===== src/rtl/intc_pkg.sv =====
// Package: shared types and constants of the interrupt controller command decoder.
// Assumes byte-wide host access; the field positions below are fixed by the command encoding.
package intc_pkg;

    localparam int DATA_W = 8;

    // Initialization sequencer states
    typedef enum logic [1:0] {
        SEQ_IDLE = 2'd0,   // operational: address 1 loads mask
        SEQ_VEC  = 2'd1,   // waiting for the vector base word
        SEQ_W3   = 2'd2,   // waiting for the ignored third word
        SEQ_W4   = 2'd3    // waiting for the mode word
    } seq_st_e;

    // Operation codes carried in bits 7:5 of an address-0 command write
    localparam logic [2:0] OP_ROT_OFF   = 3'd0;
    localparam logic [2:0] OP_EOI_HI    = 3'd1;
    localparam logic [2:0] OP_NOP       = 3'd2;
    localparam logic [2:0] OP_EOI_LVL   = 3'd3;
    localparam logic [2:0] OP_ROT_ON    = 3'd4;
    localparam logic [2:0] OP_EOI_HI_RT = 3'd5;
    localparam logic [2:0] OP_SET_BASE  = 3'd6;
    localparam logic [2:0] OP_EOI_LV_RT = 3'd7;

    // Bit positions inside an address-0 write
    localparam int B_INIT  = 4;
    localparam int B_CTRL  = 3;
    localparam int B_POLL  = 2;
    localparam int B_RSEN  = 1;
    localparam int B_RSVAL = 0;
    localparam int B_SMEN  = 6;
    localparam int B_SMVAL = 5;

    // Bit positions inside the initialization words
    localparam int B_NEED4 = 0;
    localparam int B_NEST  = 4;
    localparam int B_AEOI  = 1;

endpackage


===== src/rtl/intc_init_seq.sv =====
// Module: intc_init_seq
// Runs the initialization word sequence shared with the mask port and holds the mask,
// vector base and the modes set by the fourth word.
// Assumes init_go and word_wr are never high together (they decode different addresses).
module intc_init_seq
    import intc_pkg::*;
#(
    parameter int N_IRQ = 8,
    localparam int LVL_W = $clog2(N_IRQ)
) (
    input  logic              clk,
    input  logic              rst_n,
    input  logic              init_go,
    input  logic              word_wr,
    input  logic [DATA_W-1:0] wr_data,
    output logic [N_IRQ-1:0]  imr,
    output logic [DATA_W-1:0] vec_base,
    output logic              nested_mode,
    output logic              auto_eoi,
    output logic              init_clr
);

    seq_st_e seq_st;
    logic    need4;

    // Sequencer state, captured words and the restart pulse
    always_ff @(posedge clk) begin
        if (!rst_n) begin
            seq_st      <= SEQ_IDLE;
            need4       <= 1'b0;
            imr         <= '0;
            vec_base    <= '0;
            nested_mode <= 1'b0;
            auto_eoi    <= 1'b0;
            init_clr    <= 1'b0;
        end else begin
            init_clr <= init_go;
            if (init_go) begin
                seq_st      <= SEQ_VEC;
                need4       <= wr_data[B_NEED4];
                imr         <= '0;
                vec_base    <= '0;
                nested_mode <= 1'b0;
                auto_eoi    <= 1'b0;
            end else if (word_wr) begin
                unique case (seq_st)
                    SEQ_IDLE: imr <= wr_data[N_IRQ-1:0];
                    SEQ_VEC: begin
                        vec_base <= {wr_data[DATA_W-1:LVL_W], {LVL_W{1'b0}}};
                        seq_st   <= SEQ_W3;
                    end
                    SEQ_W3:   seq_st <= need4 ? SEQ_W4 : SEQ_IDLE;
                    SEQ_W4: begin
                        nested_mode <= wr_data[B_NEST];
                        auto_eoi    <= wr_data[B_AEOI];
                        seq_st      <= SEQ_IDLE;
                    end
                    default:  seq_st <= SEQ_IDLE;
                endcase
            end
        end
    end

    // a restart clears the mask and modes and waits for the vector word
    a_r2_restart: assert property (@(posedge clk) disable iff (!rst_n)
        init_go |=> (seq_st == SEQ_VEC) && (imr == '0) && !nested_mode && !auto_eoi && init_clr);

    // the vector word is captured with its low bits forced to zero
    a_r3_vec_capture: assert property (@(posedge clk) disable iff (!rst_n)
        (word_wr && seq_st == SEQ_VEC) |=>
            (vec_base == {$past(wr_data[DATA_W-1:LVL_W]), {LVL_W{1'b0}}}) && (seq_st == SEQ_W3));

    // the third word leaves the mask and modes untouched
    a_r3_w3_ignored: assert property (@(posedge clk) disable iff (!rst_n)
        (word_wr && seq_st == SEQ_W3) |=> $stable(imr) && $stable(nested_mode) && $stable(auto_eoi));

    // the mode word sets the flags and returns to idle
    a_r4_mode_word: assert property (@(posedge clk) disable iff (!rst_n)
        (word_wr && seq_st == SEQ_W4) |=>
            (seq_st == SEQ_IDLE) && (nested_mode == $past(wr_data[B_NEST])) && (auto_eoi == $past(wr_data[B_AEOI])));

endmodule


===== src/rtl/intc_cmd_dec.sv =====
// Module: intc_cmd_dec
// Decodes address-0 commands other than initialization: read/poll control and the
// end-of-interrupt / rotation operation codes. Issues one-hot in-service clear pulses
// and tracks the rotation base, read-select, poll and special mask.
// Assumes N_IRQ is a power of two so that level arithmetic wraps in LVL_W bits.
module intc_cmd_dec
    import intc_pkg::*;
#(
    parameter int N_IRQ = 8,
    localparam int LVL_W = $clog2(N_IRQ)
) (
    input  logic              clk,
    input  logic              rst_n,
    input  logic              wr0,
    input  logic              init_go,
    input  logic [DATA_W-1:0] wr_data,
    input  logic              rd_en,
    input  logic [N_IRQ-1:0]  isr_in,
    input  logic              poll_valid,
    output logic [LVL_W-1:0]  prio_base,
    output logic              rot_on_aeoi,
    output logic              special_mask,
    output logic              rd_isr_sel,
    output logic              poll_armed,
    output logic [N_IRQ-1:0]  isr_clr,
    output logic              poll_ack
);

    logic             ctrl_wr;
    logic             op_wr;
    logic [2:0]       op;
    logic [LVL_W-1:0] lvl_arg;
    logic             hi_found;
    logic [LVL_W-1:0] hi_lvl;

    // Classify the address-0 write
    always_comb begin
        ctrl_wr = wr0 && !wr_data[B_INIT] && wr_data[B_CTRL];
        op_wr   = wr0 && !wr_data[B_INIT] && !wr_data[B_CTRL];
        op      = wr_data[DATA_W-1:DATA_W-3];
        lvl_arg = wr_data[LVL_W-1:0];
    end

    // Find the highest-priority in-service level, scanning upward from the base
    always_comb begin
        logic [LVL_W-1:0] idx;
        hi_found = 1'b0;
        hi_lvl   = '0;
        for (int i = 0; i < N_IRQ; i++) begin
            idx = prio_base + LVL_W'(i);
            if (!hi_found && isr_in[idx]) begin
                hi_found = 1'b1;
                hi_lvl   = idx;
            end
        end
    end

    // Command registers and single-cycle pulses
    always_ff @(posedge clk) begin
        if (!rst_n) begin
            prio_base    <= '0;
            rot_on_aeoi  <= 1'b0;
            special_mask <= 1'b0;
            rd_isr_sel   <= 1'b0;
            poll_armed   <= 1'b0;
            isr_clr      <= '0;
            poll_ack     <= 1'b0;
        end else begin
            isr_clr  <= '0;
            poll_ack <= 1'b0;
            if (init_go) begin
                prio_base    <= '0;
                rot_on_aeoi  <= 1'b0;
                special_mask <= 1'b0;
                rd_isr_sel   <= 1'b0;
                poll_armed   <= 1'b0;
            end else begin
                if (rd_en && poll_armed) begin
                    poll_armed <= 1'b0;
                    poll_ack   <= poll_valid;
                end
                if (ctrl_wr) begin
                    if (wr_data[B_POLL]) poll_armed   <= 1'b1;
                    if (wr_data[B_RSEN]) rd_isr_sel   <= wr_data[B_RSVAL];
                    if (wr_data[B_SMEN]) special_mask <= wr_data[B_SMVAL];
                end
                if (op_wr) begin
                    unique case (op)
                        OP_ROT_OFF, OP_ROT_ON: rot_on_aeoi <= op[2];
                        OP_EOI_HI, OP_EOI_HI_RT: begin
                            if (hi_found) begin
                                isr_clr <= N_IRQ'(1) << hi_lvl;
                                if (op == OP_EOI_HI_RT) prio_base <= hi_lvl + LVL_W'(1);
                            end
                        end
                        OP_EOI_LVL:   isr_clr <= N_IRQ'(1) << lvl_arg;
                        OP_SET_BASE:  prio_base <= lvl_arg + LVL_W'(1);
                        OP_EOI_LV_RT: begin
                            isr_clr   <= N_IRQ'(1) << lvl_arg;
                            prio_base <= lvl_arg + LVL_W'(1);
                        end
                        default: ;
                    endcase
                end
            end
        end
    end

    // a non-specific clear only touches a single level that was in service
    a_r7_clear_in_service: assert property (@(posedge clk) disable iff (!rst_n)
        (op_wr && (op == OP_EOI_HI || op == OP_EOI_HI_RT)) |=>
            ((isr_clr & ~$past(isr_in)) == '0) && $onehot0(isr_clr));

    // with nothing in service the rotating clear neither pulses nor rotates
    a_r8_empty_no_rotate: assert property (@(posedge clk) disable iff (!rst_n)
        (op_wr && op == OP_EOI_HI_RT && isr_in == '0) |=> $stable(prio_base) && (isr_clr == '0));

    // the null code changes nothing
    a_r10_null_code: assert property (@(posedge clk) disable iff (!rst_n)
        (op_wr && op == OP_NOP) |=> $stable(prio_base) && $stable(rot_on_aeoi) && (isr_clr == '0));

    // a poll read is one-shot unless the same cycle re-arms it
    a_r12_poll_one_shot: assert property (@(posedge clk) disable iff (!rst_n)
        (rd_en && poll_armed && !(ctrl_wr && wr_data[B_POLL])) |=> !poll_armed);

    // the acknowledge only follows an armed read
    a_r12_ack_source: assert property (@(posedge clk) disable iff (!rst_n)
        poll_ack |-> $past(rd_en && poll_armed && poll_valid));

endmodule


===== src/rtl/intc_rd_mux.sv =====
// Module: intc_rd_mux
// Selects the read data: poll result when poll is armed, otherwise mask or
// request/in-service register. Purely combinational.
module intc_rd_mux
    import intc_pkg::*;
#(
    parameter int N_IRQ = 8,
    localparam int LVL_W = $clog2(N_IRQ)
) (
    input  logic              addr,
    input  logic              poll_armed,
    input  logic              poll_valid,
    input  logic [LVL_W-1:0]  poll_irq,
    input  logic              rd_isr_sel,
    input  logic [N_IRQ-1:0]  imr,
    input  logic [N_IRQ-1:0]  irr_in,
    input  logic [N_IRQ-1:0]  isr_in,
    output logic [DATA_W-1:0] rd_data
);

    // Read data selection
    always_comb begin
        if (poll_armed)
            rd_data = poll_valid ? DATA_W'(poll_irq) : DATA_W'(N_IRQ - 1);
        else if (addr)
            rd_data = DATA_W'(imr);
        else if (rd_isr_sel)
            rd_data = DATA_W'(isr_in);
        else
            rd_data = DATA_W'(irr_in);
    end

endmodule


===== src/rtl/intc_cmd_decoder.sv =====
// Module: intc_cmd_decoder (top)
// Host register interface of one interrupt controller: splits writes by address,
// runs the initialization sequencer and command decoder and muxes read data.
// Assumes single-byte accesses and that the priority core holds the request and
// in-service registers and applies the clear pulses driven from here.
module intc_cmd_decoder
    import intc_pkg::*;
#(
    parameter int N_IRQ = 8,
    localparam int LVL_W = $clog2(N_IRQ)
) (
    input  logic              clk,
    input  logic              rst_n,
    input  logic              addr,
    input  logic              wr_en,
    input  logic [DATA_W-1:0] wr_data,
    input  logic              rd_en,
    output logic [DATA_W-1:0] rd_data,
    input  logic [N_IRQ-1:0]  irr_in,
    input  logic [N_IRQ-1:0]  isr_in,
    input  logic              poll_valid,
    input  logic [LVL_W-1:0]  poll_irq,
    output logic [N_IRQ-1:0]  imr,
    output logic [LVL_W-1:0]  prio_base,
    output logic [DATA_W-1:0] vec_base,
    output logic              nested_mode,
    output logic              auto_eoi,
    output logic              rot_on_aeoi,
    output logic              special_mask,
    output logic              init_clr,
    output logic [N_IRQ-1:0]  isr_clr,
    output logic              poll_ack
);

    logic wr0;
    logic word_wr;
    logic init_go;
    logic rd_isr_sel;
    logic poll_armed;

    // Address split of the write strobe
    always_comb begin
        wr0     = wr_en && !addr;
        word_wr = wr_en && addr;
        init_go = wr0 && wr_data[B_INIT];
    end

    intc_init_seq #(.N_IRQ(N_IRQ)) u_seq (
        .clk         (clk),
        .rst_n       (rst_n),
        .init_go     (init_go),
        .word_wr     (word_wr),
        .wr_data     (wr_data),
        .imr         (imr),
        .vec_base    (vec_base),
        .nested_mode (nested_mode),
        .auto_eoi    (auto_eoi),
        .init_clr    (init_clr)
    );

    intc_cmd_dec #(.N_IRQ(N_IRQ)) u_cmd (
        .clk          (clk),
        .rst_n        (rst_n),
        .wr0          (wr0),
        .init_go      (init_go),
        .wr_data      (wr_data),
        .rd_en        (rd_en),
        .isr_in       (isr_in),
        .poll_valid   (poll_valid),
        .prio_base    (prio_base),
        .rot_on_aeoi  (rot_on_aeoi),
        .special_mask (special_mask),
        .rd_isr_sel   (rd_isr_sel),
        .poll_armed   (poll_armed),
        .isr_clr      (isr_clr),
        .poll_ack     (poll_ack)
    );

    intc_rd_mux #(.N_IRQ(N_IRQ)) u_mux (
        .addr       (addr),
        .poll_armed (poll_armed),
        .poll_valid (poll_valid),
        .poll_irq   (poll_irq),
        .rd_isr_sel (rd_isr_sel),
        .imr        (imr),
        .irr_in     (irr_in),
        .isr_in     (isr_in),
        .rd_data    (rd_data)
    );

endmodule


===== config.mk =====
export PLATFORM = sky130hd
export DESIGN_NAME = intc_cmd_decoder
export DESIGN_NICKNAME = d
export VERILOG_FILES = /design/src/rtl/intc_pkg.sv /design/src/rtl/intc_init_seq.sv /design/src/rtl/intc_cmd_dec.sv /design/src/rtl/intc_rd_mux.sv /design/src/rtl/intc_cmd_decoder.sv
export SDC_FILE = /design/constraint.sdc
export NUM_CORES = 1
export LEC_CHECK = 0
export BUFFER_PORTS_ARGS = -buffer_cell sky130_fd_sc_hd__buf_4
export CAP_MARGIN = 20
export CORE_ASPECT_RATIO = 1.1
export CORE_MARGIN = 2
export CORE_UTILIZATION = 25
export DETAILED_ROUTE_END_ITERATION = 10
export GPL_TIMING_DRIVEN = 0
export PLACE_DENSITY = 0.42
export SLEW_MARGIN = 20
export SYNTH_ARGS = -nofsm -noshare
export SYNTH_HDL_FRONTEND = slang
export SYNTH_SLANG_ARGS = --single-unit

===== constraint.sdc =====
create_clock -name clk -period 9.3 [get_ports clk]
set_clock_uncertainty 0.1 [all_clocks]
set_input_delay 0.93 -clock clk [delete_from_list [all_inputs] [get_ports clk]]
set_output_delay 0.93 -clock clk [all_outputs]
set_load 0.05 [all_outputs]

==> results.md <==
| Item | Reported | Unit |
|---|---|---|
| Average vias per placed instance | 4.77 | - |
| Final antenna-violating net count | 0 | - |
| Total power draw | 0.457 | mW |
| Number of buffers added for setup after CTS | 0 | - |
| Worst EP required | 9.42 | ns |
| Die Wd | 103 | um |
| Initial antenna violation count | 0 | - |
| Ports | 74 | - |
| Leakage | 1.44 | nW |
| First-pass GRT wire length | 13400 | um |
| Yosys cell types | 60 | - |
| Clock Root Buffer | clkbuf_16 | - |
| Clock Sink Count | 35 | - |
| Final worst-path cycle share | 48.7 | % |
| Core Area | 10400 | um2 |
| Number of flops mapped to enable cells by yosys | 0 | - |
| Most instantiated flip-flop cell in the synthesis netlist | dfxtp_1 | - |
| Number of nets in the final layout | 431 | - |
| Die area | 11600 | um2 |
| Pin count of the biggest net entering global routing | 12 | - |
| Worst slew margin relative to its limit | 33.5 | % |
| Non-filler instance count after layout | 539 | - |
| Most common library cell in the layout ignoring fill and taps | buf_4 | - |
| Total power divided by cell area | 128 | nW/um2 |
| DRT Pass-1 Iters | 4 | - |
| Outcome | complete, no violations | - |
| Unrepaired setup endpoints after global routing | no | - |
| Area fraction in compound gates after synthesis | 20.1 | % |
| Total negative setup slack | 0 | ns |
| CTS tree | built | - |
| Total Routing Usage GR | 14.7 | % |
| Violation count after the first detailed-routing iteration | 67 | - |
| Final count of negative-setup-slack endpoints | 0 | - |
| Crit path launch type | flop | - |
| Starting utilization of the core area | 25.8 | % |
| Largest driver fanout on the critical path | 10 | - |
| Fin Hold WS | 0.358 | ns |
| Setup slack of the critical path after layout | 4.77 | ns |
| Clock H-tree levels | 2 | - |
| Pre-CTS setup slack | 4.77 | ns |
| Post-Synth Simple-Gate Area | 22.7 | % |
| Number of slew-limit violations in the final report | 0 | - |
| Final antenna diode count | 0 | - |
| Grt total ovfl | 0 | - |
| WP data arrival | 4.65 | ns |
| Count of hold-fix buffers inserted at cts | 0 | - |
| Sequential cell area fraction in the yosys report | 26.0 | % |
| Number of buffers inserted by port buffering | 67 | - |
| Flops & latches, synth | 35 | - |
| Time the worst path needs with I/O delays and setup | 4.53 | ns |
| Dominant combinational cell family by area after synthesis | multiplexers | - |
| Detailed-route DRC error count | 0 | - |
| CP Capture Type | flop | - |
| Critical path class | reg -> reg | - |
| Max-cap violations | 0 | - |
| Worst vdd ir | 0.130 | mV |
| Ratio of cells with drive above 1 in the final layout | 28.0 | % |
| FFs w/ async S/R, synth | 0 | % |
| Mean instance size in the synthesized netlist | 8.45 | um2 |
| Number of placement rows | 39 | - |
| Inserted Clock Buffers | 5 | - |
| Post-synthesis mux area share | 23.1 | % |
| Gpl congestion | 0.803 | - |
| Routed len/inst | 15.4 | um |
| Min-delay worst type | reg -> reg | - |
| Post-synthesis cell count | 319 | - |
| Synthesized-area fraction occupied by xor and xnor cells | 1.25 | % |
| Number of warnings issued by yosys | 0 | - |
| Total routed wirelength | 8300 | um |
| Adder-cell area share of the yosys netlist | 1.39 | % |
| Clock-pin slew on the worst setup and hold paths | 0.05 | ns |
| Latest clock arrival within the worst-skew pair | 0.28 | ns |
| Cts repair resizes | 0 | - |
| Highest attainable clock frequency | 0.221 | GHz |
| Number of global-route vias before repair | 2540 | - |
| Placed Cells incl. Taps | 531 | - |
| Maximum root-to-sink buffer count | 2 | - |
| Layout overhead on the synthesized area | 32.0 | % |
| Commonest non-fill, non-tap cells in the layout | buf_4 (70), nand2_1 (46), nor2_1 (37) | - |
| Cell area after synthesis | 2700 | um2 |
| Count of vias placed by the detailed router | 2573 | - |
| Chip Height | 113 | um |
| Slew at the pin with the worst max-slew slack | 0.984 | ns |
| Count of final hold-check violations | 0 | - |
| Detailed Place HPWL | 6480 | um |
## report_power, final
group          leakage, nW  internal [mW]  switching, mW
Clock               0.0868          0.133         0.0619
Sequential           0.283          0.153        0.00263
Combinational         1.07         0.0402         0.0664
## critical path: stages (launching register included)
cell,delay [ns]
dfxtp_1,0.41
buf_6,0.17
buf_2,0.26
inv_1,0.14
ha_1,0.41
buf_6,0.20
mux4_2,0.61
mux2i_4,0.22
mux2i_1,0.33
a21oi_2,0.12
a211oi_2,0.28
o21ai_2,0.12
o211ai_4,0.29
o21ai_0,0.15
ha_1,0.24
nor3_1,0.18
mux2i_1,0.11
nand3_1,0.11
## synthesized netlist by cell type, types with 2 or more instances
library cell  count  area (um2)
a211oi_2          2        25.0
inv_1             9        33.8
o32ai_1           4        35.0
xor2_1            2        17.5
and2_1            4        25.0
buf_6             2        22.5
mux2i_1          28         280
mux4_1            3        78.8
o21ai_0           7        35.0
nor3_1            4        20.0
a21oi_2           2        17.5
nor2_1           37         139
nor4b_1           2        17.5
o21a_1            2        15.0
o211ai_1          3        22.5
mux2i_4           2        45.0
buf_4             3        22.5
a31o_1            4        35.0
mux2_2            2        22.5
clkbuf_1         10        37.5
a211oi_1          2        15.0
buf_2             4        20.0
mux4_2            8         180
nand3_1          10        50.1
nor2b_1           8        50.1
o22ai_1           3        18.8
o22a_1            3        26.3
and3_1            2        12.5
nand2_1          46         173
a32o_1            2        20.0
dfxtp_1          35         701
ha_1              3        37.5
nand2b_1          5        31.3
a21oi_1          29         145
buf_1             2        7.51
## cells by family (layout without fill, tap and decap cells)
group | after synthesis | after routing
simple gates | 128 | 128
compound gates | 75 | 75
mux | 44 | 44
flops | 35 | 35
buf+inv | 30 | 105
fa+ha+maj | 3 | 3
xor+xnor | 3 | 3
other cells | 1 | 3
## sequential cells by signal, indices dropped and copies added (netlist names)
name	count
u_cmd.isr_clr	8
u_seq.imr	8
u_seq.vec_base	5
u_cmd.prio_base	3
u_seq.seq_st	2
u_cmd.poll_ack	1
u_cmd.poll_armed	1
u_cmd.rd_isr_sel	1
u_cmd.rot_on_aeoi	1
u_cmd.special_mask	1
u_seq.auto_eoi	1
u_seq.init_clr	1
u_seq.need4	1
u_seq.nested_mode	1
## metrics by stage
step | util, % | area, um2
after floorplan | - | 2700
after global placement | 32.4 | 3380
after detailed placement | 32.4 | 3380
after CTS | 34.1 | 3560
after global routing | 34.1 | 3560
final | 34.1 | 3560
## layer usage
layer	vias up	global-route usage [%]	part of all wire, %
li1	1301	-	-
met1	1210	19.1	45
met2	56	25.1	50
met3	6	2.10	4.0
met4	0	4.21	1.1
met5	-	0	0
## path summary, 6_finish.rpt
path / startpoint / end / slack (ns) / cells past startpoint
hold reg to reg: u_cmd.special_mask / u_cmd.special_mask / 0.36 / 2
setup / recovery: u_cmd.prio_base[0] / u_cmd.prio_base[2] / 4.77 / 17
hold / removal: u_cmd.special_mask / u_cmd.special_mask / 0.36 / 2
setup reg to reg: u_cmd.prio_base[0] / u_cmd.prio_base[2] / 4.77 / 17
## area by class of cell
type	count	area, um2
Buffer	21	110
Clock buffer	6	139
Clock inverter	2	35.0
Fill cell	1136	6880
Inverter	9	33.8
Multi-Input combinational cell	256	1860
Sequential cell	35	701
Tap cell	143	179
Timing Repair Buffer	67	503
Note: power is estimated with default switching activity, not from simulation.
